--- src/rtl/tff_pkg.sv ---
// Package: shared types for the per-crossing trigger frame formatter.
// Assumes 16-bit words throughout the frame.
package tff_pkg;
    localparam int unsigned TFF_WORD_W = 16;
    typedef logic [TFF_WORD_W-1:0] tff_word_t;
    localparam tff_word_t TFF_SYNC_DEFAULT = 16'hBC1D;
    typedef enum logic {TX_IDLE = 1'b0, TX_SEND = 1'b1} tff_tx_state_e;
endpackage

--- src/rtl/tff_gather.sv ---
// Gathers valid words from all ports into a slot buffer for the current
// crossing. Within a cycle, lower ports take earlier slots. A strobe
// restarts the buffer, and the strobe cycle's own words open the new
// crossing. Words past MAX_SLOTS are dropped and flagged sticky.
// Assumes the frame transmitter snapshots slot_o/fill_o on the strobe.
module tff_gather #(
    parameter int unsigned NUM_PORTS = 6,
    parameter int unsigned MAX_SLOTS = 12,
    parameter int unsigned WORD_W    = 16
) (
    input  logic                                clk,
    input  logic                                rst_n,
    input  logic                                xing_i,
    input  logic [NUM_PORTS-1:0]                in_valid_i,
    input  logic [NUM_PORTS*WORD_W-1:0]         in_data_i,
    output logic [MAX_SLOTS-1:0][WORD_W-1:0]    slot_o,
    output logic [$clog2(MAX_SLOTS+1)-1:0]      fill_o,
    output logic                                overflow_o
);
    localparam int unsigned FILL_W = $clog2(MAX_SLOTS + 1);
    localparam int unsigned SUM_W  = $clog2(MAX_SLOTS + NUM_PORTS + 1);

    logic [MAX_SLOTS-1:0][WORD_W-1:0] slot_nxt;
    logic [FILL_W-1:0]                fill_nxt;
    logic                             drop;

    // Place this cycle's words after the current fill, or from slot 0 on a strobe.
    always_comb begin
        logic [SUM_W-1:0] pos;
        slot_nxt = slot_o;
        drop     = 1'b0;
        pos      = xing_i ? '0 : SUM_W'(fill_o);
        for (int p = 0; p < NUM_PORTS; p++) begin
            if (in_valid_i[p]) begin
                if (pos < SUM_W'(MAX_SLOTS)) begin
                    for (int s = 0; s < MAX_SLOTS; s++) begin
                        if (pos == SUM_W'(s)) begin
                            slot_nxt[s] = in_data_i[p*WORD_W +: WORD_W];
                        end
                    end
                end else begin
                    drop = 1'b1;
                end
                pos = pos + 1'b1;
            end
        end
        fill_nxt = (pos > SUM_W'(MAX_SLOTS)) ? FILL_W'(MAX_SLOTS) : FILL_W'(pos);
    end

    // Register the slot buffer, fill level and sticky overflow.
    always_ff @(posedge clk) begin
        if (!rst_n) begin
            slot_o     <= '0;
            fill_o     <= '0;
            overflow_o <= 1'b0;
        end else begin
            slot_o     <= slot_nxt;
            fill_o     <= fill_nxt;
            overflow_o <= overflow_o | drop;
        end
    end

    assert_fill_bound_R5: assert property (@(posedge clk) disable iff (!rst_n)
        fill_o <= FILL_W'(MAX_SLOTS));
    assert_ovf_sticky_R5: assert property (@(posedge clk) disable iff (!rst_n)
        overflow_o |=> overflow_o);
    assert_new_xing_empty_R6: assert property (@(posedge clk) disable iff (!rst_n)
        (xing_i && !(|in_valid_i)) |=> (fill_o == '0));
    assert_invalid_ignored_R7: assert property (@(posedge clk) disable iff (!rst_n)
        (!xing_i && !(|in_valid_i)) |=> $stable(fill_o));
endmodule

--- src/rtl/tff_xing_ctr.sv ---
// Crossing number counter: advances once per strobe and wraps at its width.
// Its value before a strobe is the number of the crossing that strobe closes.
module tff_xing_ctr #(
    parameter int unsigned CNT_W = 16
) (
    input  logic             clk,
    input  logic             rst_n,
    input  logic             xing_i,
    output logic [CNT_W-1:0] xnum_o
);
    // Count strobes, natural wrap to zero.
    always_ff @(posedge clk) begin
        if (!rst_n) begin
            xnum_o <= '0;
        end else if (xing_i) begin
            xnum_o <= xnum_o + 1'b1;
        end
    end

    assert_xnum_hold_R3: assert property (@(posedge clk) disable iff (!rst_n)
        !xing_i |=> $stable(xnum_o));
endmodule

--- src/rtl/tff_frame_tx.sv ---
// Snapshots the gathered slots and crossing number on a strobe and sends
// the frame as marker, number, then MAX_SLOTS data words, one per cycle.
// Slots past the fill level are sent as zero. A strobe during sending
// restarts with the new frame. Assumes slots/fill are the closing crossing's.
module tff_frame_tx
    import tff_pkg::*;
#(
    parameter int unsigned MAX_SLOTS = 12,
    parameter int unsigned WORD_W    = 16,
    parameter logic [WORD_W-1:0] SYNC_WORD = WORD_W'(TFF_SYNC_DEFAULT)
) (
    input  logic                             clk,
    input  logic                             rst_n,
    input  logic                             xing_i,
    input  logic [MAX_SLOTS-1:0][WORD_W-1:0] slot_i,
    input  logic [$clog2(MAX_SLOTS+1)-1:0]   fill_i,
    input  logic [WORD_W-1:0]                xnum_i,
    output logic                             out_valid_o,
    output logic                             out_sof_o,
    output logic [WORD_W-1:0]                out_data_o
);
    localparam int unsigned FILL_W    = $clog2(MAX_SLOTS + 1);
    localparam int unsigned FRAME_LEN = MAX_SLOTS + 2;
    localparam int unsigned IDX_W     = $clog2(FRAME_LEN);
    localparam logic [IDX_W-1:0] LAST_IDX = IDX_W'(FRAME_LEN - 1);

    logic [FRAME_LEN-1:0][WORD_W-1:0] frm_q;
    logic [FRAME_LEN-1:0][WORD_W-1:0] frm_cap;
    logic [IDX_W-1:0]                 idx_q;
    tff_tx_state_e                    state_q;

    // Header words of the captured frame.
    always_comb begin
        frm_cap[0] = SYNC_WORD;
        frm_cap[1] = xnum_i;
    end

    // Data slots of the captured frame, masked past the fill level.
    for (genvar s = 0; s < MAX_SLOTS; s++) begin : g_cap
        always_comb begin
            frm_cap[s+2] = (FILL_W'(s) < fill_i) ? slot_i[s] : '0;
        end
    end

    // Capture on strobe, then step through the frame one word per cycle.
    always_ff @(posedge clk) begin
        if (!rst_n) begin
            frm_q   <= '0;
            idx_q   <= '0;
            state_q <= TX_IDLE;
        end else if (xing_i) begin
            frm_q   <= frm_cap;
            idx_q   <= '0;
            state_q <= TX_SEND;
        end else if (state_q == TX_SEND) begin
            if (idx_q == LAST_IDX) begin
                idx_q   <= '0;
                state_q <= TX_IDLE;
            end else begin
                idx_q <= idx_q + 1'b1;
            end
        end
    end

    // Output word selection.
    always_comb begin
        out_valid_o = (state_q == TX_SEND);
        out_sof_o   = (state_q == TX_SEND) && (idx_q == '0);
        out_data_o  = (state_q == TX_SEND) ? frm_q[idx_q] : '0;
    end

    assert_sof_marker_R2: assert property (@(posedge clk) disable iff (!rst_n)
        out_sof_o |-> (out_valid_o && out_data_o == SYNC_WORD));
    assert_idle_zero_R2: assert property (@(posedge clk) disable iff (!rst_n)
        !out_valid_o |-> (out_data_o == '0 && !out_sof_o));
    assert_sof_then_body_R2: assert property (@(posedge clk) disable iff (!rst_n)
        (out_sof_o && !xing_i) |=> (out_valid_o && !out_sof_o));
endmodule

--- src/rtl/trig_frame_fmt.sv ---
// Top: per-crossing trigger frame formatter. Gathers words from NUM_PORTS
// inputs per crossing and emits one fixed-length frame per crossing strobe,
// during the following crossing. Assumes strobes are single-cycle pulses.
module trig_frame_fmt
    import tff_pkg::*;
#(
    parameter int unsigned NUM_PORTS = 6,
    parameter int unsigned MAX_SLOTS = 12,
    parameter int unsigned WORD_W    = TFF_WORD_W,
    parameter logic [WORD_W-1:0] SYNC_WORD = WORD_W'(TFF_SYNC_DEFAULT)
) (
    input  logic                        clk,
    input  logic                        rst_n,
    input  logic                        xing_i,
    input  logic [NUM_PORTS-1:0]        in_valid_i,
    input  logic [NUM_PORTS*WORD_W-1:0] in_data_i,
    output logic                        out_valid_o,
    output logic                        out_sof_o,
    output logic [WORD_W-1:0]           out_data_o,
    output logic                        overflow_o
);
    localparam int unsigned FILL_W = $clog2(MAX_SLOTS + 1);

    logic [MAX_SLOTS-1:0][WORD_W-1:0] slot_w;
    logic [FILL_W-1:0]                fill_w;
    logic [WORD_W-1:0]                xnum_w;

    tff_gather #(
        .NUM_PORTS(NUM_PORTS), .MAX_SLOTS(MAX_SLOTS), .WORD_W(WORD_W)
    ) u_gather (
        .clk(clk), .rst_n(rst_n), .xing_i(xing_i),
        .in_valid_i(in_valid_i), .in_data_i(in_data_i),
        .slot_o(slot_w), .fill_o(fill_w), .overflow_o(overflow_o)
    );

    tff_xing_ctr #(.CNT_W(WORD_W)) u_xctr (
        .clk(clk), .rst_n(rst_n), .xing_i(xing_i), .xnum_o(xnum_w)
    );

    tff_frame_tx #(
        .MAX_SLOTS(MAX_SLOTS), .WORD_W(WORD_W), .SYNC_WORD(SYNC_WORD)
    ) u_tx (
        .clk(clk), .rst_n(rst_n), .xing_i(xing_i),
        .slot_i(slot_w), .fill_i(fill_w), .xnum_i(xnum_w),
        .out_valid_o(out_valid_o), .out_sof_o(out_sof_o), .out_data_o(out_data_o)
    );

    assert_strobe_starts_R9: assert property (@(posedge clk) disable iff (!rst_n)
        xing_i |=> out_sof_o);
    assert_number_word_R3: assert property (@(posedge clk) disable iff (!rst_n)
        (out_sof_o && !xing_i) |=> (out_valid_o && out_data_o == xnum_w - 1'b1));
endmodule

--- config.mk ---
export PLATFORM = sky130hd
export DESIGN_NAME = trig_frame_fmt
export DESIGN_NICKNAME = d
export VERILOG_FILES = /design/src/rtl/tff_pkg.sv /design/src/rtl/tff_gather.sv /design/src/rtl/tff_xing_ctr.sv /design/src/rtl/tff_frame_tx.sv /design/src/rtl/trig_frame_fmt.sv
export SDC_FILE = /design/constraint.sdc
export NUM_CORES = 1
export LEC_CHECK = 0
export BUFFER_PORTS_ARGS = -buffer_cell sky130_fd_sc_hd__buf_4
export CORE_MARGIN = 2
export CORE_UTILIZATION = 30
export CTS_CLUSTER_DIAMETER = 100
export DETAILED_ROUTE_END_ITERATION = 8
export PLACE_DENSITY = 0.46
export SYNTH_ARGS = -nofsm -noshare
export SYNTH_HDL_FRONTEND = slang
export SYNTH_SLANG_ARGS = --single-unit
--- constraint.sdc ---
create_clock -name clk -period 5.7 [get_ports clk]
set_input_delay 1.14 -clock clk [delete_from_list [all_inputs] [get_ports clk]]
set_output_delay 1.14 -clock clk [all_outputs]
set_load 0.02 [all_outputs]
Word-level counts from Yosys, hierarchy flattened

Index checks and enable logic that the tools add are counted.

Register bits after elaboration: 427
Input bits: 105
Output and inout port bits: 19

Add/sub/neg operators: 8
$lt $le $gt $ge: 20
Eq/ne operators: 67
Mux-type cells: 123
Bitwise logic cells: 2
Reductions and logical operators: 10

Operators by type and width:

| cell                    | count |
|---|---|
| $mux W192               | 12 |
| $mux W16                | 86 |
| $eq A5 B3 Y1 const B    | 24 |
| $eq A5 B4 Y1 const B    | 24 |
| $bmux W16 S4            | 1 |
| $eq A5 B2 Y1 const B    | 12 |
| $add A5 B1 Y5 const B   | 6 |
| $eq A5 B1 Y1 const B    | 6 |
| $logic_not A5 Y1        | 6 |
| $lt A5 B4 Y1 const B    | 6 |
| $mux W5                 | 6 |
| $add A16 B1 Y16 const B | 1 |
| $lt A3 B4 Y1 const A    | 4 |
| $lt A4 B4 Y1 const A    | 4 |
| $mux W1                 | 15 |
| $mux W4                 | 3 |
| $lt A1 B4 Y1 const A    | 2 |
| $lt A2 B4 Y1 const A    | 2 |
| $gt A5 B4 Y1 const B    | 1 |
| $lt A4 B5 Y1 const B    | 1 |
| $add A4 B1 Y4 const B   | 1 |
| $eq A4 B4 Y1 const B    | 1 |
| $logic_not A4 Y1        | 1 |
| $reduce_or A2 Y1        | 2 |
| 3 further kinds         | 3 |

Longest topological paths before layout

Depth in word-level cells: 20
Depth in mapped cells: 26
Mapped depth without buffers: 19

Modules after synthesis

A second synthesis with hierarchy kept.

Cell total of the unflattened synthesis: 3475
Area total of the unflattened synthesis: 29022.8 µm²

By module, submodules not included:

| module       | instances | cells each | area each (µm²) | sequential area each (µm²) |
|---|---|---|---|---|
| tff_gather   | 1         | 2639       | 19540.0         | 3943.8 |
| tff_frame_tx | 1         | 753        | 8738.4          | 4284.1 |
| tff_xing_ctr | 1         | 83         | 744.5           | 320.3 |

Worst setup path before layout

Ideal clock, no wire load.

Path type: in2reg
Start point: input xing_i
End point: register u_gather.slot_o[111] (netlist name)
Library setup time: 129 ps
Data arrival time: 5636 ps
Data required time: 5571 ps
Setup slack: -65 ps
Cell stages on the path: 23
Cells stage by stage: buf_2 > clkbuf_1 > nand2b_1 > ha_1 > a21oi_1 > ha_1 > a21oi_1 > ha_1 > nor2_1 > nor2_1 > inv_1 > ha_1 > and2_1 > clkbuf_1 > xnor3_2 > a211oi_2 > a21boi_1 > o22ai_1 > buf_2 > buf_4 > buf_2 > o41ai_1 > a21oi_1

Cells in the longest elaborated chain, start to end: 20

RTL lines:

| what                                                   | line                 | RTL |
|---|---|---|
| start: declaration                                     | trig_frame_fmt.sv:14 | `input logic xing_i,` |
| $mux W4 *                                              | tff_gather.sv:32     | `pos = xing_i ? '0 : SUM_W'(fill_o);` |
| branches (longest 18 deep; another with $add A5 B1 Y5) | --                   |  |
| $mux W192 *                                            | tff_gather.sv:34     | `if (in_valid_i[p]) begin` |
| end signal: assignment                                 | tff_gather.sv:57     | `slot_o <= slot_nxt;` |
| end: declaration                                       | tff_gather.sv:16     | `output logic [MAX_SLOTS-1:0][WORD_W-1:0] slot_o,` |

Mark *: on every way between the ends.
A chain may end at the register's enable or synchronous reset.

Worst setup path in the final report

Start point: input xing_i
End point: register u_gather.slot_o[78] (netlist name)

Same word-level chain as after synthesis.

==> summary.txt <==
Outcome - complete, no violations
CP Launch Type - input pin
CTS tree - built
Time the final worst path needs with I/O delays and setup - 5.110 ns
Input/output buffers - 123
Worst-skew pair later-pin latency - 0.64 ns
Critical register-to-register path endpoint - u_gather.slot_o[78]
Top-area cell type share of the netlist area - 30.14%
Gr busiest metal - met2
Max IR drop VDD - 230.5 uV
Number of endpoints failing setup at the final stage - 0
Register bit total from synthesis - 427
Std-Cell Core Area - 93470 um2
Detailed Place HPWL - 94.67 mm
Highest-count cells in the layout ignoring fill and taps - sky130_fd_sc_hd__dfxtp_1 (425), sky130_fd_sc_hd__mux2i_1 (387), sky130_fd_sc_hd__a21oi_1 (317), sky130_fd_sc_hd__buf_4 (289), sky130_fd_sc_hd__nor2_1 (222)
Worst setup startpoint - xing_i
Vias per std cell - 6.111
Number of nets in the synthesized netlist - 3522
Clock skew - 0.01426 ns
Hold_ws - 0.4621 ns
Initial core utilization - 30.34%
Largest net degree at the start of global routing - 123
Chip width - 311.5 um
Per-cell routed wire length - 30.55 um
Hold/Removal Path Class - reg -> reg
Crit-path max FO - 21
Arr. time, crit path - 5.64 ns
Asr flop ratio synth - 0%
Cell depth of the worst min-delay path - 1
Period Utilization, post-route - 89.65%
Remaining number of nets flagged by the antenna check after routing - 0
Number of buffers inserted for hold repair after clock tree synthesis - 0
Sequential cell area fraction in the yosys report - 30.14%
Std cell rows - 112
Syn Inst Count - 3405
RSZ-0062 raised after global routing - false
Biggest area consumer among synthesized cells - sky130_fd_sc_hd__dfxtp_1
Leading cell type in the layout, fill and taps excluded - sky130_fd_sc_hd__dfxtp_1
Synth unique cells - 91
Dominant cells by area after synthesis - sky130_fd_sc_hd__dfxtp_1 (30%), sky130_fd_sc_hd__mux2i_1 (14%), sky130_fd_sc_hd__a22o_1 (6.2%), sky130_fd_sc_hd__a21oi_1 (5.6%), sky130_fd_sc_hd__clkbuf_1 (4.4%)
First-pass DRT Iterations - 6
Clock root buffer - sky130_fd_sc_hd__clkbuf_16
Max-slew violation count - 0
Overflow left after global routing - 0
Final estimated routing congestion in global placement - 0.9116
CP Class - in -> reg
RR Startpoint - u_gather.fill_o[1]
H-tree levels - 2
Predominant post-synthesis flop cell - sky130_fd_sc_hd__dfxtp_1
Vertical die dimension - 311.5 um
Path depth of the worst reg2reg path - 18
Count of endpoints failing hold in the final timing report - 0
Layout overhead on the synthesized area - 15.61%
Detailed-route via count - 28380
Global-route wire length before repair - 201.0 mm
Met3 usage - 6.841%
Total power divided by cell area - 396.2 nW/um2
Number of cells upsized or downsized after cts - 0
Number of design rule violations left after detail routing - 0
Global-route track usage on met2 - 42.33%
Number of synthesized flops with an enable pin - 0
Via count of the first global-routing pass - 26880
Leakage Power - 0.01346 uW
TritonCTS Buffers - 56
Transition time of the tightest slew-check pin - 1.227 ns
Nets - 3457
Max Freq - 195.7 MHz
Global-route total usage across every layer - 28.03%
GR Layer Usage met1 - 38.22%
Clock Pin Slew Worst Setup and Hold Paths - 0.06 ns
Initial antenna violation count - 5
Share of layout cells above drive strength 1 - 16.49%
Hold EP - u_tx.frm_q[195]
Worst min-delay path startpoint - u_gather.slot_o[163]
CTS Buffer Depth - 3
Warnings, synthesis - 0
Flop2flop setup slack - 0.72 ns
Mapped Area - 28360 um2
Count of max-cap constraint violations - 0
Total Die Area - 97020 um2
Data required, critical path - 6.23 ns
Number of setup buffers added after CTS - 0
Violation count after the first detailed-route iteration - 3385
DRT Wirelength - 141.9 mm
Boundary Pins - 124
Average cell area after synthesis - 8.330 um2
Worst max-slew margin expressed relative to the limit - 18.09%
Clock sink total - 427
Post-route setup TNS - 0 ns
CP endpoint kind - flop
## per-layer routing
metal / wire length, um / up-vias
met1: 61850 / 13730
met5: 26 / -
met2: 60140 / 1622
li1: - / 12660
met4: 6056 / 4
met3: 13790 / 364
## final cells by class
class                   count  area, um2
diodes                      7      17.52
clock buffers              75       1604
clock inverters            26      350.3
fillers                  9690      60680
inverters                  48      181.4
multi-input cells        2499      17970
flip-flops and latches    427       8556
well taps                1254       1569
repair buffers            308       2541
## worst max-delay path: stages
cell and delay [ns]:
sky130_fd_sc_hd__buf_4 0.12, sky130_fd_sc_hd__and2b_1 0.20, sky130_fd_sc_hd__inv_1 0.07, sky130_fd_sc_hd__ha_1 0.30
sky130_fd_sc_hd__a21oi_1 0.21, sky130_fd_sc_hd__ha_1 0.28, sky130_fd_sc_hd__a21oi_1 0.20, sky130_fd_sc_hd__ha_1 0.25
sky130_fd_sc_hd__nor2_1 0.14, sky130_fd_sc_hd__nor2_1 0.10, sky130_fd_sc_hd__inv_1 0.11, sky130_fd_sc_hd__ha_1 0.15
sky130_fd_sc_hd__and2_1 0.16, sky130_fd_sc_hd__xnor3_2 0.36, sky130_fd_sc_hd__a211oi_2 0.25, sky130_fd_sc_hd__nor3_1 0.14
sky130_fd_sc_hd__o22ai_4 0.73, sky130_fd_sc_hd__buf_4 0.41, sky130_fd_sc_hd__o211ai_1 0.14, sky130_fd_sc_hd__o211a_1 0.14
## Yosys cell counts, types with 16 or more instances
library cell / count
sky130_fd_sc_hd__mux2_2: 48
sky130_fd_sc_hd__nand2_1: 221
sky130_fd_sc_hd__a21oi_1: 319
sky130_fd_sc_hd__o41ai_1: 33
sky130_fd_sc_hd__a2bb2oi_1: 32
sky130_fd_sc_hd__mux2i_1: 387
sky130_fd_sc_hd__o211ai_1: 83
sky130_fd_sc_hd__buf_2: 64
sky130_fd_sc_hd__dfxtp_1: 427
sky130_fd_sc_hd__a22o_1: 200
sky130_fd_sc_hd__nor3_1: 65
sky130_fd_sc_hd__a211oi_1: 110
sky130_fd_sc_hd__clkbuf_1: 336
sky130_fd_sc_hd__xnor2_1: 16
sky130_fd_sc_hd__a31oi_1: 21
sky130_fd_sc_hd__nor2_1: 226
sky130_fd_sc_hd__and2_1: 17
sky130_fd_sc_hd__nand3_1: 91
sky130_fd_sc_hd__o31ai_1: 114
sky130_fd_sc_hd__mux4_2: 39
sky130_fd_sc_hd__nor2b_1: 18
sky130_fd_sc_hd__inv_1: 46
sky130_fd_sc_hd__nand4_1: 16
sky130_fd_sc_hd__o211a_1: 18
sky130_fd_sc_hd__nand3b_1: 22
sky130_fd_sc_hd__buf_1: 16
sky130_fd_sc_hd__a311oi_1: 33
sky130_fd_sc_hd__o21ai_0: 181
## flip-flops by register name, summed over array words and instances, names as in the netlist
name,flops
u_tx.idx_q,4
u_xctr.xnum_o,16
u_gather.slot_o,192
u_tx.out_valid_o,1
u_gather.fill_o,4
u_gather.overflow_o,1
u_tx.frm_q,209
## per-stage QoR
step / std cells / utilization (%) / area, um2 / setup WS [ns] / total power (uW)
after floorplan: 3405 / - / 28360 / 0.07991 / 7203
after CTS: 4637 / 35.06 / 32770 / 0.6522 / 12860
final: 4644 / 35.08 / 32790 / 0.5902 / 12990
after detailed placement: 4536 / 32.97 / 30820 / 0.008212 / 9007
after global routing: 4639 / 35.07 / 32780 / 0.2559 / 13530
after global placement: 4536 / 32.97 / 30820 / 0.002920 / 9013
## cell families after synthesis
family	Yosys count	synth area share [%]
compound gates	1225	29.81
xor+xnor	29	1.169
fa+ha+maj	12	0.5294
buf+inv	479	6.935
flops	427	30.14
mux	476	18.79
simple gates	757	12.62
## report_power, final
| part | switching, uW | total, uW | internal, uW |
|---|---|---|---|
| sequential | 482 | 3990 | 3510 |
| clock | 1530 | 3860 | 2330 |
| combinational | 3070 | 5150 | 2070 |
| total | 5080 | 13000 | 7910 |
## worst max-delay path by stage
| stage | slack (ns) | to |
|---|---|---|
| 6_report | 0.59 | u_gather.slot_o[78] |
| 5_1_grt | 0.26 | u_gather.slot_o[85] |
| 4_1_cts | 0.65 | u_gather.slot_o[78] |
| 3_5_place_dp | 0.008 | u_gather.slot_o[78] |
| 3_3_place_gp | 0.003 | u_gather.slot_o[76] |
| 2_1_floorplan | 0.08 | u_gather.slot_o[111] |
Note: power is estimated with default switching activity, not from simulation.
